## src/rtl/tgt_pkg.sv

```systemverilog
package tgt_pkg;

    localparam int BYTE_W = 8;
    localparam int DEV_W  = 7;

    localparam logic [DEV_W-1:0]  DEV_BASE_DEF = 7'h5A;
    localparam logic [BYTE_W-1:0] SRST_REG_DEF = 8'h80;
    localparam logic [BYTE_W-1:0] SRST_KEY_DEF = 8'h63;

    typedef enum logic [2:0] {
        ST_IDLE,
        ST_RX,
        ST_ACK,
        ST_TX,
        ST_MACK,
        ST_IGNORE
    } tgt_state_e;

    typedef enum logic [1:0] {
        PH_DEV,
        PH_REG,
        PH_DATA
    } rx_phase_e;

    typedef struct packed {
        logic start;
        logic stop;
        logic scl_rise;
        logic scl_fall;
        logic sda;
    } bus_evt_t;

    function automatic logic [DEV_W-1:0] strap_addr(input logic [DEV_W-1:0] base,
                                                    input logic [1:0] strap);
        return base + {{(DEV_W-2){1'b0}}, strap};
    endfunction

endpackage

```

## src/rtl/tgt_bus_sync.sv

```systemverilog
module tgt_bus_sync
    import tgt_pkg::*;
#(
    parameter int STAGES = 2
) (
    input  logic     clk,
    input  logic     rst,
    input  logic     scl_i,
    input  logic     sda_i,
    output bus_evt_t evt
);
    localparam int LAST = STAGES - 1;

    logic [LAST:0] scl_q;
    logic [LAST:0] sda_q;
    logic          scl_p;
    logic          sda_p;
    logic          scl_s;
    logic          sda_s;

    generate
        if (STAGES == 1) begin : g_one
            always_ff @(posedge clk) begin
                if (rst) begin
                    scl_q <= '1;
                    sda_q <= '1;
                end else begin
                    scl_q <= scl_i;
                    sda_q <= sda_i;
                end
            end
        end else begin : g_chain
            always_ff @(posedge clk) begin
                if (rst) begin
                    scl_q <= '1;
                    sda_q <= '1;
                end else begin
                    scl_q <= {scl_q[LAST-1:0], scl_i};
                    sda_q <= {sda_q[LAST-1:0], sda_i};
                end
            end
        end
    endgenerate

    always_ff @(posedge clk) begin
        if (rst) begin
            scl_p <= 1'b1;
            sda_p <= 1'b1;
        end else begin
            scl_p <= scl_q[LAST];
            sda_p <= sda_q[LAST];
        end
    end

    assign scl_s = scl_q[LAST];
    assign sda_s = sda_q[LAST];

    always_comb begin
        evt.start    = scl_s & scl_p & sda_p & ~sda_s;
        evt.stop     = scl_s & scl_p & ~sda_p & sda_s;
        evt.scl_rise = scl_s & ~scl_p;
        evt.scl_fall = ~scl_s & scl_p;
        evt.sda      = sda_s;
    end

endmodule

```

## src/rtl/tgt_engine.sv

```systemverilog
module tgt_engine
    import tgt_pkg::*;
(
    input  logic              clk,
    input  logic              rst,
    input  bus_evt_t          evt,
    input  logic [DEV_W-1:0]  dev_addr,
    input  logic [BYTE_W-1:0] rdata,
    output logic              sda_oe,
    output logic [BYTE_W-1:0] ptr,
    output logic [BYTE_W-1:0] wdata,
    output logic              we,
    output logic              commit,
    output logic [BYTE_W-1:0] commit_addr
);
    localparam int CNT_W = $clog2(BYTE_W);
    localparam logic [CNT_W-1:0] CNT_LAST = CNT_W'(BYTE_W - 1);

    tgt_state_e        state;
    rx_phase_e         phase;
    logic [BYTE_W-1:0] shreg;
    logic [CNT_W-1:0]  cnt;
    logic              full;
    logic              rw;
    logic              host_ack;

    always_ff @(posedge clk) begin
        if (rst) begin
            state       <= ST_IDLE;
            phase       <= PH_DEV;
            shreg       <= '0;
            cnt         <= '0;
            full        <= 1'b0;
            rw          <= 1'b0;
            host_ack    <= 1'b0;
            sda_oe      <= 1'b0;
            ptr         <= '0;
            wdata       <= '0;
            we          <= 1'b0;
            commit      <= 1'b0;
            commit_addr <= '0;
        end else begin
            we     <= 1'b0;
            commit <= 1'b0;
            if (evt.start) begin
                state  <= ST_RX;
                phase  <= PH_DEV;
                cnt    <= '0;
                full   <= 1'b0;
                sda_oe <= 1'b0;
            end else if (evt.stop) begin
                state  <= ST_IDLE;
                sda_oe <= 1'b0;
            end else begin
                case (state)
                    ST_RX: begin
                        if (evt.scl_rise && !full) begin
                            shreg <= {shreg[BYTE_W-2:0], evt.sda};
                            cnt   <= cnt + 1'b1;
                            full  <= (cnt == CNT_LAST);
                        end else if (evt.scl_fall && full) begin
                            full <= 1'b0;
                            case (phase)
                                PH_DEV: begin
                                    if (shreg[BYTE_W-1:1] == dev_addr) begin
                                        rw     <= shreg[0];
                                        sda_oe <= 1'b1;
                                        state  <= ST_ACK;
                                    end else begin
                                        state <= ST_IGNORE;
                                    end
                                end
                                PH_REG: begin
                                    ptr    <= shreg;
                                    sda_oe <= 1'b1;
                                    state  <= ST_ACK;
                                end
                                default: begin
                                    wdata       <= shreg;
                                    commit_addr <= ptr;
                                    we          <= 1'b1;
                                    sda_oe      <= 1'b1;
                                    state       <= ST_ACK;
                                end
                            endcase
                        end
                    end
                    ST_ACK: begin
                        if (evt.scl_fall) begin
                            sda_oe <= 1'b0;
                            cnt    <= '0;
                            case (phase)
                                PH_DEV: begin
                                    if (rw) begin
                                        shreg  <= rdata;
                                        ptr    <= ptr + 1'b1;
                                        sda_oe <= ~rdata[BYTE_W-1];
                                        state  <= ST_TX;
                                    end else begin
                                        phase <= PH_REG;
                                        state <= ST_RX;
                                    end
                                end
                                PH_REG: begin
                                    phase <= PH_DATA;
                                    state <= ST_RX;
                                end
                                default: begin
                                    commit <= 1'b1;
                                    ptr    <= ptr + 1'b1;
                                    state  <= ST_RX;
                                end
                            endcase
                        end
                    end
                    ST_TX: begin
                        if (evt.scl_fall) begin
                            if (cnt == CNT_LAST) begin
                                sda_oe <= 1'b0;
                                state  <= ST_MACK;
                            end else begin
                                shreg  <= {shreg[BYTE_W-2:0], 1'b0};
                                sda_oe <= ~shreg[BYTE_W-2];
                                cnt    <= cnt + 1'b1;
                            end
                        end
                    end
                    ST_MACK: begin
                        if (evt.scl_rise) begin
                            host_ack <= ~evt.sda;
                        end else if (evt.scl_fall) begin
                            if (host_ack) begin
                                shreg  <= rdata;
                                ptr    <= ptr + 1'b1;
                                sda_oe <= ~rdata[BYTE_W-1];
                                cnt    <= '0;
                                state  <= ST_TX;
                            end else begin
                                state <= ST_IGNORE;
                            end
                        end
                    end
                    default: ;
                endcase
            end
        end
    end

endmodule

```

## src/rtl/tgt_softrst.sv

```systemverilog
module tgt_softrst
    import tgt_pkg::*;
#(
    parameter logic [BYTE_W-1:0] TRIG_REG = SRST_REG_DEF,
    parameter logic [BYTE_W-1:0] TRIG_KEY = SRST_KEY_DEF
) (
    input  logic              clk,
    input  logic              rst,
    input  logic              commit,
    input  logic [BYTE_W-1:0] commit_addr,
    input  logic [BYTE_W-1:0] commit_data,
    output logic              pulse
);
    always_ff @(posedge clk) begin
        if (rst) begin
            pulse <= 1'b0;
        end else begin
            pulse <= commit && (commit_addr == TRIG_REG) && (commit_data == TRIG_KEY);
        end
    end

endmodule

```

## src/rtl/strap_i2c_target.sv

```systemverilog
module strap_i2c_target
    import tgt_pkg::*;
#(
    parameter logic [DEV_W-1:0]  DEV_BASE    = DEV_BASE_DEF,
    parameter int                SYNC_STAGES = 2,
    parameter logic [BYTE_W-1:0] SRST_REG    = SRST_REG_DEF,
    parameter logic [BYTE_W-1:0] SRST_KEY    = SRST_KEY_DEF
) (
    input  logic              clk,
    input  logic              rst,
    input  logic [1:0]        strap,
    input  logic              scl_i,
    input  logic              sda_i,
    output logic              sda_oe,
    output logic [BYTE_W-1:0] reg_addr,
    output logic [BYTE_W-1:0] reg_wdata,
    output logic              reg_we,
    input  logic [BYTE_W-1:0] reg_rdata,
    output logic              soft_rst
);
    bus_evt_t          evt;
    logic [DEV_W-1:0]  dev_addr;
    logic              commit;
    logic [BYTE_W-1:0] commit_addr;

    assign dev_addr = strap_addr(DEV_BASE, strap);

    tgt_bus_sync #(.STAGES(SYNC_STAGES)) u_sync (
        .clk   (clk),
        .rst   (rst),
        .scl_i (scl_i),
        .sda_i (sda_i),
        .evt   (evt)
    );

    tgt_engine u_engine (
        .clk         (clk),
        .rst         (rst),
        .evt         (evt),
        .dev_addr    (dev_addr),
        .rdata       (reg_rdata),
        .sda_oe      (sda_oe),
        .ptr         (reg_addr),
        .wdata       (reg_wdata),
        .we          (reg_we),
        .commit      (commit),
        .commit_addr (commit_addr)
    );

    tgt_softrst #(.TRIG_REG(SRST_REG), .TRIG_KEY(SRST_KEY)) u_srst (
        .clk         (clk),
        .rst         (rst),
        .commit      (commit),
        .commit_addr (commit_addr),
        .commit_data (reg_wdata),
        .pulse       (soft_rst)
    );

endmodule

```

## config.mk

```make
export PLATFORM = sky130hd
export DESIGN_NAME = strap_i2c_target
export DESIGN_NICKNAME = d
export VERILOG_FILES = /design/src/rtl/tgt_pkg.sv /design/src/rtl/tgt_bus_sync.sv /design/src/rtl/tgt_engine.sv /design/src/rtl/tgt_softrst.sv /design/src/rtl/strap_i2c_target.sv
export SDC_FILE = /design/constraint.sdc
export NUM_CORES = 1
export LEC_CHECK = 0
export ABC_AREA = 1
export BUFFER_PORTS_ARGS = -buffer_cell sky130_fd_sc_hd__buf_4
export CAP_MARGIN = 0
export CORE_UTILIZATION = 30
export DETAILED_ROUTE_END_ITERATION = 8
export PLACE_DENSITY_LB_ADDON = 0.08
export SYNTH_ARGS = -nofsm -noshare
export SYNTH_HDL_FRONTEND = slang
export SYNTH_SLANG_ARGS = --single-unit
```

## constraint.sdc

```tcl
create_clock -name clk -period 2.6 [get_ports clk]
set_clock_uncertainty 0.15 [all_clocks]
set_input_delay 0.52 -clock clk [delete_from_list [all_inputs] [get_ports clk]]
set_output_delay 0.52 -clock clk [all_outputs]
set_load 0.005 [all_outputs]
```

==> reports/metrics.csv, run 1 <==
metric,value,unit
insertion_delay,0.31,ns
path_class,flop to flop,
fin_hold_ws,0.228,ns
critPathSlowestCell,dfxtp_1,
diodes,0,
finalNetCount,487,
synth_cell_types,34,
leakage,1.55,nW
internal_power,0.00174,W
setup_viol_count_final,0,
path_clk_slew,0.11,ns
grt_pass1_vias,2534,
grt_overflow_total,0,
relSlewSlack,0.697,
syn_nets,454,
cts-root-buf,clkbuf_8,
cts_buffers,5,
rows,35,
synth_area,0.00286,sq mm
outcome,"complete, no violations",
antenna_found_initial,0,
io_pins,33,
hold_viol,0,
vias,2750,
placed_area,0.00324,sq mm
synth_compound_area_frac,0.131,
port_buffers,32,
power.total,0.00332,W
power.share.clock,0.153,
clock.fmax,458,MHz
grt_pass1_wl,13300,um
design_area,0.00334,sq mm
tightest_slew,0.454,ns
p_comb_frac,0.506,
slowest_delay,0.54,ns
fin_crit_sh,0.839,
nFillCells,1006,
ir_worst_vdd,0.480,mV
synth-main-ff-cell,dfxtp_1,
crit_arrival,2.29,ns
area_delta_synth_final,16.9,%
die_w,99.6,um
drc,0,
hp-class,input pin to flop,
clkSinkCount,53,
ys_seq_area_frac,0.371,
worst-path-buf-inv,2,
synth_area_per_cell,6.54,sq um
drtPass1Iterations,5,
yosys_warnings,0,
grt_max_degree,35,
rsz0062_at_grt,no,
wl_per_cell,13.7,um
worst-path-stages,9,
grt_use_total,0.174,
endpoint_kind,flop,
post_cts_buffers,0,
p_seq_frac,0.341,
synth-edff-count,0,
crit_fanout,10,
synthSimpleGateAreaFrac,0.380,
viasPerCell,4.58,
worstHoldPathCells,2,
async_flop_share,0,
place_inst,592,
layout_min_cycle_time,2.18,ns
p_sw_frac,0.477,
ys_ff_latch,53,
htreeDepth,2,
worstPathRequired,2.71,ns
maxCapViolCount,0,
synthMuxAreaShare,0,
ctsResizeCount,0,
stdcell_count,600,
crit_chain,"inv_1, nand3_2, inv_2, nand2_1, nand3_1, nor2_4, and2_1, nor2_2, nor2_2",
timing.critical_path.mode_cell,nor2_2,
reg2reg_depth,9,
synth_fa_ha_area_frac,0.0131,
crit_path_start_kind,flop,
antenna_left,0,
holdBufCountCts,0,
cts_max_path_buffers,2,
drive_gt1_frac,0.170,
synth_top_family_by_area,simple AND/OR/NAND/NOR gates,
drt-initial-drc-count,138,
synth_xor_area_frac,0.00613,
p_per_area,996,mW/mm^2
coreArea,0.00924,sq mm
p_switching,0.00159,W
critPathTopFamily,simple AND/OR/NAND/NOR gates,
tritoncts,built,
dieArea,0.00992,sq mm
totalWireLength,8240,um
dieHeight,99.6,um
tns,0,ns
syn_inst,437,
drv_slew,0,
initial_utilization,0.309,
gp_congestion,0.907,
dpl.hpwl,6320,um
final cells by class:
cell class	instances	area, sq um	area share
multi-input combinational	314	1510	0.454
timing repair buffer	39	293	0.0877
sequential	53	1060	0.318
clock inverter	3	26.3	0.00787
clock buffer	5	68.8	0.0206
inverter	57	214	0.0641
tap	129	161	0.0484
flip-flops by register name (all words and copies together), names as in the netlist:
name and count:
u_engine.cnt 3, u_engine.commit 1, u_engine.commit_addr 8, u_engine.full 1, u_engine.host_ack 1, u_engine.phase 2
u_engine.ptr 8, u_engine.rw 1, u_engine.sda_oe 1, u_engine.shreg 8, u_engine.state 3, u_engine.wdata 8
u_engine.we 1, u_srst.pulse 1, u_sync.scl_p 1, u_sync.scl_q 2, u_sync.sda_p 1, u_sync.sda_q 2
power by group through the flow:
stage	clock (W)	combinational, W	sequential (W)
final	0.000510	0.00168	0.00113
after floorplan	0	0.00132	0.00108
after detailed placement	0	0.00168	0.00115
after global routing	0.000567	0.00190	0.00115
after global placement	0	0.00170	0.00115
after CTS	0.000530	0.00168	0.00113
path summary, 6_finish.rpt:
path / start / end / slack [ns]
worst max-delay path: u_engine.state[1]$_SDFFE_PP0P_ / u_engine.shreg[2]$_SDFFE_PP0P_ / 0.42
worst min register to register: u_sync.sda_q[0]$_SDFF_PP1_ / u_sync.sda_q[1]$_SDFF_PP1_ / 0.27
worst max register to register: u_engine.state[1]$_SDFFE_PP0P_ / u_engine.shreg[2]$_SDFFE_PP0P_ / 0.42
worst min-delay path: sda_i / u_sync.sda_q[0]$_SDFF_PP1_ / 0.23
cell usage in the layout, fill, tap and decap left out:
| master | Yosys | layout |
|---|---|---|
| nor2_4 | 2 | 2 |
| dfxtp_1 | 53 | 53 |
| a21boi_0 | 1 | 1 |
| nor3_1 | 4 | 4 |
| clkinvlp_4 | 0 | 2 |
| or2_2 | 5 | 5 |
| inv_2 | 3 | 3 |
| o211a_1 | 1 | 1 |
| clkinv_1 | 1 | 1 |
| o22ai_1 | 1 | 1 |
| inv_8 | 0 | 1 |
| clkbuf_8 | 0 | 5 |
| o21ai_0 | 36 | 36 |
| nand4_1 | 3 | 3 |
| nor2_8 | 1 | 1 |
| a21oi_1 | 27 | 27 |
| xor2_1 | 2 | 2 |
| o21bai_1 | 2 | 2 |
| o31ai_1 | 1 | 1 |
| nand2_1 | 96 | 96 |
| nor2_1 | 66 | 66 |
| o21ai_1 | 1 | 1 |
| nor4_1 | 4 | 4 |
| nand2_2 | 2 | 2 |
| nand3b_1 | 7 | 7 |
| nor2_2 | 18 | 18 |
| and2_1 | 1 | 1 |
| buf_4 | 1 | 39 |
| nand3_2 | 2 | 2 |
| nand3_1 | 27 | 27 |
| inv_1 | 53 | 53 |
| a211oi_1 | 1 | 1 |
| ha_1 | 3 | 3 |
synthesized netlist by cell type (2+ instances only):
library cell / instances / area [sq um]
or2_2: 5 / 31.3
nor2_1: 66 / 248
nand2_2: 2 / 12.5
nor2_4: 2 / 22.5
nor2_2: 18 / 113
inv_1: 53 / 199
xor2_1: 2 / 17.5
nor3_1: 4 / 20.0
a21oi_1: 27 / 135
nor4_1: 4 / 25.0
nand2_1: 96 / 360
nand3b_1: 7 / 52.6
o21bai_1: 2 / 15.0
inv_2: 3 / 11.3
nand3_2: 2 / 20.0
nand4_1: 3 / 18.8
ha_1: 3 / 37.5
dfxtp_1: 53 / 1060
nand3_1: 27 / 135
buf_2: 5 / 25.0
o21ai_0: 36 / 180
clkbuf_1: 5 / 18.8
routing by layer:
| layer | wire (um) | vias to the layer above | share of wire | track usage |
|---|---|---|---|---|
| met4 | 67 | 0 | 0.0081 | 0.0407 |
| met1 | 4520 | 1242 | 0.55 | 0.263 |
| met5 | 0 | - | 0 | 0 |
| met3 | 269 | 4 | 0.033 | 0.0246 |
| li1 | - | 1450 | - | - |
| met2 | 3380 | 54 | 0.41 | 0.260 |
cells by family after synthesis:
logic type                 count (synthesis)
and+or+nand+nor                          238
AOI/OAI and AO/OA                         71
buffers and inverters                     70
DFF                                       53
adders and majority gates                  3
xor gates and xnor gates                   2
metrics by stage:
stage               worst slack (ns)   util
global placement               0.451  0.351
detailed placement             0.473  0.351
global route                   0.250  0.361
floorplan                      0.884      -
CTS                            0.433  0.361
finish                         0.418  0.361
Note: power is estimated with default switching activity, not from simulation.
==> run 2, diff against run 1 <==
--- a/config.mk
+++ b/config.mk
@@ -5,7 +5,7 @@
 export SDC_FILE = /design/constraint.sdc
 export NUM_CORES = 1
 export LEC_CHECK = 0
-export ABC_AREA = 1
+export ABC_AREA = 0
 export BUFFER_PORTS_ARGS = -buffer_cell sky130_fd_sc_hd__buf_4
 export CAP_MARGIN = 0
 export CORE_UTILIZATION = 30
==> constraint.sdc (replaced) <==
create_clock -name clk -period 2.1 [get_ports clk]
set_clock_uncertainty 0.15 [all_clocks]
set_input_delay 0.42 -clock clk [delete_from_list [all_inputs] [get_ports clk]]
set_output_delay 0.42 -clock clk [all_outputs]
set_load 0.005 [all_outputs]
==> run 2 against run 1 <==
Fmax increased by 9.6%. Area after synthesis decreased by 1.3%. Routed wire length decreased by 13%. Hold slack got worse by 0.089 ns. Highest routed layer unchanged. Register-to-register slack got worse by 0.31 ns. Design area increased by 2.4%. Synthesized cell count decreased by 29%. Critical endpoint is now u_engine.shreg[0]$_SDFFE_PP0P_.
==> reports/metrics.csv, run 2 <==
metric,value,unit
outcome,"complete, no violations",
die_w,99.0,um
relSlewSlack,0.695,
wl_per_cell,15.5,um
layout_min_cycle_time,1.99,ns
grt_pass1_wl,11700,um
maxCapViolCount,0,
setup_viol_count_final,0,
tns,0,ns
critPathSlowestCell,or3_4,
fin_hold_ws,0.139,ns
clkSinkCount,53,
yosysTopAreaCell,dfxtp_1,
antenna_left,0,
crit_path_start_kind,flop,
synth_compound_area_frac,0.205,
ys_seq_area_frac,0.376,
finalNetCount,367,
placed_area,0.00328,sq mm
synthSimpleGateAreaFrac,0.249,
path_class,flop to flop,
dpl.hpwl,5200,um
syn_nets,328,
leakage,1.40,nW
crit_chain,"ha_1, ha_2, a21oi_2, o211ai_2, or3_4, buf_12, a211o_1, a21oi_2",
setup_slack,0.109,ns
startpoint,u_engine.cnt[0]$_SDFFE_PP0P_,
endpoint_kind,flop,
met3_usage,0.0248,
hold_viol,0,
p_seq_frac,0.574,
path_clk_slew,0.10,ns
slowest_delay,0.35,ns
drt-initial-drc-count,114,
grt_pass1_vias,2161,
power.share.clock,0.347,
gp_congestion,0.757,
synth_area,0.00282,sq mm
cts_max_path_buffers,2,
viasPerCell,5.15,
worstPathRequired,2.20,ns
design_area,0.00342,sq mm
drv_slew,0,
p_per_area,524,mW/mm^2
place_ws,-0.0258,ns
critPathCapture,u_engine.shreg[0]$_SDFFE_PP0P_,
ys_ff_latch,53,
coreArea,0.00915,sq mm
async_flop_share,0,
dieHeight,99.0,um
drive_gt1_frac,0.279,
diodes,0,
min_from,sda_i,
met1_usage,0.234,
grt_use_total,0.153,
drc,0,
totalWireLength,7150,um
htreeDepth,2,
dieArea,0.00979,sq mm
synth_top_family_by_area,simple AND/OR/NAND/NOR gates,
synth.most_common_cell,dfxtp_1,
ys_top_cells_by_count,"53 x dfxtp_1, 33 x nor2_1, 31 x nand2_1, 24 x a21oi_1, 21 x mux2i_1",
crit_fanout,16,
synth_fa_ha_area_frac,0.0133,
yosys_warnings,0,
io_pins,33,
synth_area_per_cell,9.07,sq um
tritoncts,built,
p_comb_frac,0.079,
grtUsageMet2,0.222,
timing.critical_path.mode_cell,a21oi_2,
synthMuxAreaShare,0.0745,
p_sw_frac,0.260,
cts-root-buf,clkbuf_8,
reg2reg_depth,8,
syn_inst,311,
synth-main-ff-cell,dfxtp_1,
internal_power,0.00133,W
grt_overflow_total,0,
synth_xor_area_frac,0.0151,
drtPass1Iterations,4,
grt-busiest-layer,met1,
ys_top_cells_by_area,"dfxtp_1 38%, mux2i_1 7.5%, nor2_1 4.4%",
clock.fmax,502,MHz
synth_cell_types,67,
synth_top_cell_area_share,0.376,
power.total,0.00179,W
insertion_delay,0.31,ns
initial_utilization,0.308,
fin_crit_sh,0.948,
port_buffers,32,
cts_buffers,5,
rows,35,
hp-class,input pin to flop,
crit_arrival,2.09,ns
tightest_slew,0.454,ns
synth-edff-count,0,
r2r-end,u_engine.shreg[0]$_SDFFE_PP0P_,
post_cts_buffers,0,
layout_common_cells,"50 x dfxtp_1, 48 x buf_4, 33 x nor2_1",
area_delta_synth_final,21.3,%
r2r_slack,0.11,ns
grt_max_degree,27,
ir_worst_vdd,0.217,mV
antenna_found_initial,0,
vias,2379,
final_common_cell,dfxtp_1,
p_switching,0.000466,W
r2r-start,u_engine.cnt[0]$_SDFFE_PP0P_,
run 2: area by class of cell:
type,count,area [sq um]
multi-input combinational,230,1600
inverter,5,18.8
timing repair buffer,55,500
tap,111,139
sequential,53,1060
fill,928,5730
clock buffer,5,68.8
clock inverter,3,26.3
run 2: worst min path at each step:
stage	cells past startpoint	endpoint	slack, ns
5_1_grt	2	u_sync.scl_q[0]$_SDFF_PP1_	0.12
3_5_place_dp	1	u_sync.scl_q[1]$_SDFF_PP1_	0.25
3_3_place_gp	1	u_sync.scl_q[1]$_SDFF_PP1_	0.24
2_1_floorplan	1	u_sync.scl_q[1]$_SDFF_PP1_	0.24
4_1_cts	2	u_sync.sda_q[0]$_SDFF_PP1_	0.13
6_report	2	u_sync.sda_q[0]$_SDFF_PP1_	0.14
run 2: kinds of logic (layout without fill, tap and decap cells):
group	after synthesis	after routing
AO/OA/AOI/OAI	78	78
XOR/XNOR	4	4
adder cells (fa/ha/maj)	3	3
buffers and inverters	28	68
flip-flops	53	53
multiplexers	21	21
AND/OR/NAND/NOR	124	124
run 2: what timing repair did:
item | 4_1_cts | 5_1_grt
endpoints found under the setup margin | 7 | 10
gates cloned | 0 | 0
resized for setup | 3 | 9
hold buffers | 0 | 0
pin swaps | 0 | 2
run 2: worst max-delay path: cells and delay by family (launching register included):
family / cells / cell delay (ns)
compound gates: 4 / 0.58
fa+ha+maj: 2 / 0.37
buf+inv: 1 / 0.16
flops: 1 / 0.33
simple gates: 1 / 0.35
run 2: through the flow:
stage | utilization | std cells
after detailed placement | 0.358 | 454
after global routing | 0.374 | 462
after global placement | 0.358 | 454
after CTS | 0.370 | 462
final | 0.374 | 462
after floorplan | - | 311
run 2: metal layers:
layer | vias up | part of all wire
met5 | - | 0
met3 | 6 | 0.032
met1 | 1129 | 0.54
met2 | 42 | 0.41
li1 | 1202 | -
met4 | 0 | 0.0099
run 2: power groups by stage:
stage | Combinational, W | Sequential (W) | Clock, W
finish | 0.000141 | 0.00103 | 0.000622
global route | 0.000155 | 0.00103 | 0.000704
CTS | 0.000138 | 0.00103 | 0.000660
detailed placement | 0.000136 | 0.00105 | 0
global placement | 0.000137 | 0.00105 | 0
floorplan | 0.0000903 | 0.00104 | 0
==> run 3, diff against run 2 <==
--- a/config.mk
+++ b/config.mk
@@ -11,6 +11,8 @@
 export CORE_UTILIZATION = 30
 export DETAILED_ROUTE_END_ITERATION = 8
 export PLACE_DENSITY_LB_ADDON = 0.08
+export SETUP_SLACK_MARGIN = 0.3
+export SLEW_MARGIN = 20
 export SYNTH_ARGS = -nofsm -noshare
 export SYNTH_HDL_FRONTEND = slang
 export SYNTH_SLANG_ARGS = --single-unit
==> run 3 against run 2 <==
Routed wire length grew 13%. Register-to-register slack hardly changed. Sequential power is essentially flat. Critical path depth stayed put. Die area did not move. First-iteration DRC count rose by 23%. Clock-buffer cell count unchanged. Cell count up 4.5%. Sequential cell count did not move. Sequential share of layout area down 2.9 points. Hold slack better by 0.00057 ns. Largest cell class unchanged.
==> reports/metrics.csv, run 3 (synthesized netlist as in run 2, its figures left out) <==
metric,value,unit
outcome,"complete, no violations",
coreArea,0.00915,sq mm
insertion_delay,0.31,ns
rsz0062_at_grt,yes,
vias,2547,
grt_overflow_total,0,
rows,35,
holdBufCountCts,0,
htreeDepth,2,
final_common_cell,buf_4,
place_inst,460,
wl_per_cell,16.7,um
relSlewSlack,0.708,
wl_met2,3520,um
wl_met1,4120,um
viasPerCell,5.27,
grt_pass1_wl,13100,um
dieArea,0.00979,sq mm
area_delta_synth_final,35.2,%
drc,0,
hp-class,input pin to flop,
dpl.hpwl,5510,um
path_clk_slew,0.10,ns
crit_path_start_kind,flop,
port_buffers,32,
r2r_slack,0.11,ns
ir_worst_vdd,0.246,mV
clock.fmax,504,MHz
diodes,0,
layout_common_cells,"60 x buf_4, 43 x dfxtp_1, 32 x nor2_1",
leakage,1.56,nW
reg2reg_depth,8,
dieHeight,99.0,um
totalWireLength,8080,um
tightest_slew,0.434,ns
maxCapViolCount,0,
nFillCells,905,
p_per_area,471,mW/mm^2
tritoncts,built,
antenna_found_initial,0,
grt_max_degree,30,
io_pins,33,
setup_viol_count_final,0,
clkSinkCount,53,
fin_crit_sh,0.945,
hold_viol,0,
cts_max_path_buffers,2,
maxUsedRoutingLayer,met4,
cts_buffers,5,
grt_pass1_vias,2346,
crit_arrival,2.08,ns
gp_congestion,0.848,
stdcell_count,483,
r2r-start,u_engine.cnt[0]$_SDFFE_PP0P_,
wl_met3,358,um
worstPathRequired,2.19,ns
cts-root-buf,clkbuf_8,
drive_gt1_frac,0.390,
grt_use_total,0.174,
die_w,99.0,um
startpoint,u_engine.cnt[0]$_SDFFE_PP0P_,
initial_utilization,0.308,
drt-initial-drc-count,140,
r2r-end,u_engine.shreg[5]$_SDFFE_PP0P_,
endpoint_kind,flop,
antenna_left,0,
fin_util,0.417,
drv_slew,0,
finalNetCount,388,
critPathCapture,u_engine.shreg[5]$_SDFFE_PP0P_,
path_class,flop to flop,
layout_min_cycle_time,1.99,ns
drtPass1Iterations,4,
crit_fanout,8,
power.total,0.00180,W
tns,0,ns
[run 3: changes by cell type in the layout (fill, tap and decap cells not counted), sizes merged]
cell,change
buf,+20
clkbuf,+1
[run 3: critical path, stage by stage, from the launching register on]
cell and delay [ns]:
dfxtp_2 0.35, ha_4 0.16, ha_4 0.16, a21oi_4 0.11, o211ai_2 0.11, or3_4 0.37
buf_6 0.15, a211o_1 0.22, a21oi_1 0.13
[run 3: worst min-delay path by stage]
stage,startpoint,endpoint,slack [ns],cells past startpoint
after global placement,u_sync.scl_q[0]$_SDFF_PP1_,u_sync.scl_q[1]$_SDFF_PP1_,0.24,1
after CTS,scl_i,u_sync.scl_q[0]$_SDFF_PP1_,0.13,2
after floorplan,u_sync.scl_q[0]$_SDFF_PP1_,u_sync.scl_q[1]$_SDFF_PP1_,0.24,1
after global routing,sda_i,u_sync.sda_q[0]$_SDFF_PP1_,0.12,2
final,scl_i,u_sync.scl_q[0]$_SDFF_PP1_,0.14,2
after detailed placement,u_sync.scl_q[0]$_SDFF_PP1_,u_sync.scl_q[1]$_SDFF_PP1_,0.25,1
[run 3: layout make-up]
cell class	instances	area [sq um]	share of cell area
repair buffers	76	714	0.187
multi-input cells	230	1770	0.464
inverters	5	18.8	0.00492
flip-flops and latches	53	1080	0.282
well taps	111	139	0.0364
clock inverters	3	26.3	0.00689
clock buffers	5	68.8	0.0180
[run 3: metrics by stage]
stage	instance area (sq um)	hold slack, ns	worst slack [ns]
4_1_cts	3710	0.126	0.109
6_report	3810	0.139	0.115
5_1_grt	3810	0.121	0.0142
2_1_floorplan	2860	0.239	0.183
3_3_place_gp	3350	0.244	0.101
3_5_place_dp	3350	0.249	0.0819
[run 3: power by group]
part | internal [W] | switching, W | total [W] | leakage (nW)
combinational | 0.0000650 | 0.0000821 | 0.000147 | 1.08
sequential | 0.00101 | 0.0000137 | 0.00103 | 0.432
clock | 0.000244 | 0.000380 | 0.000623 | 0.0423
[run 3: timing repair]
action,CTS,global route
setup buffers,9,2
gates cloned,4,0
pin swaps,3,18
gates resized for setup,20,30
setup endpoints to repair,28,41
[run 3: per-layer routing]
layer	GRT usage	up-vias
li1	-	1246
met1	0.266	1240
met2	0.256	54
met3	0.0277	7
met4	0.0310	0
met5	0	-
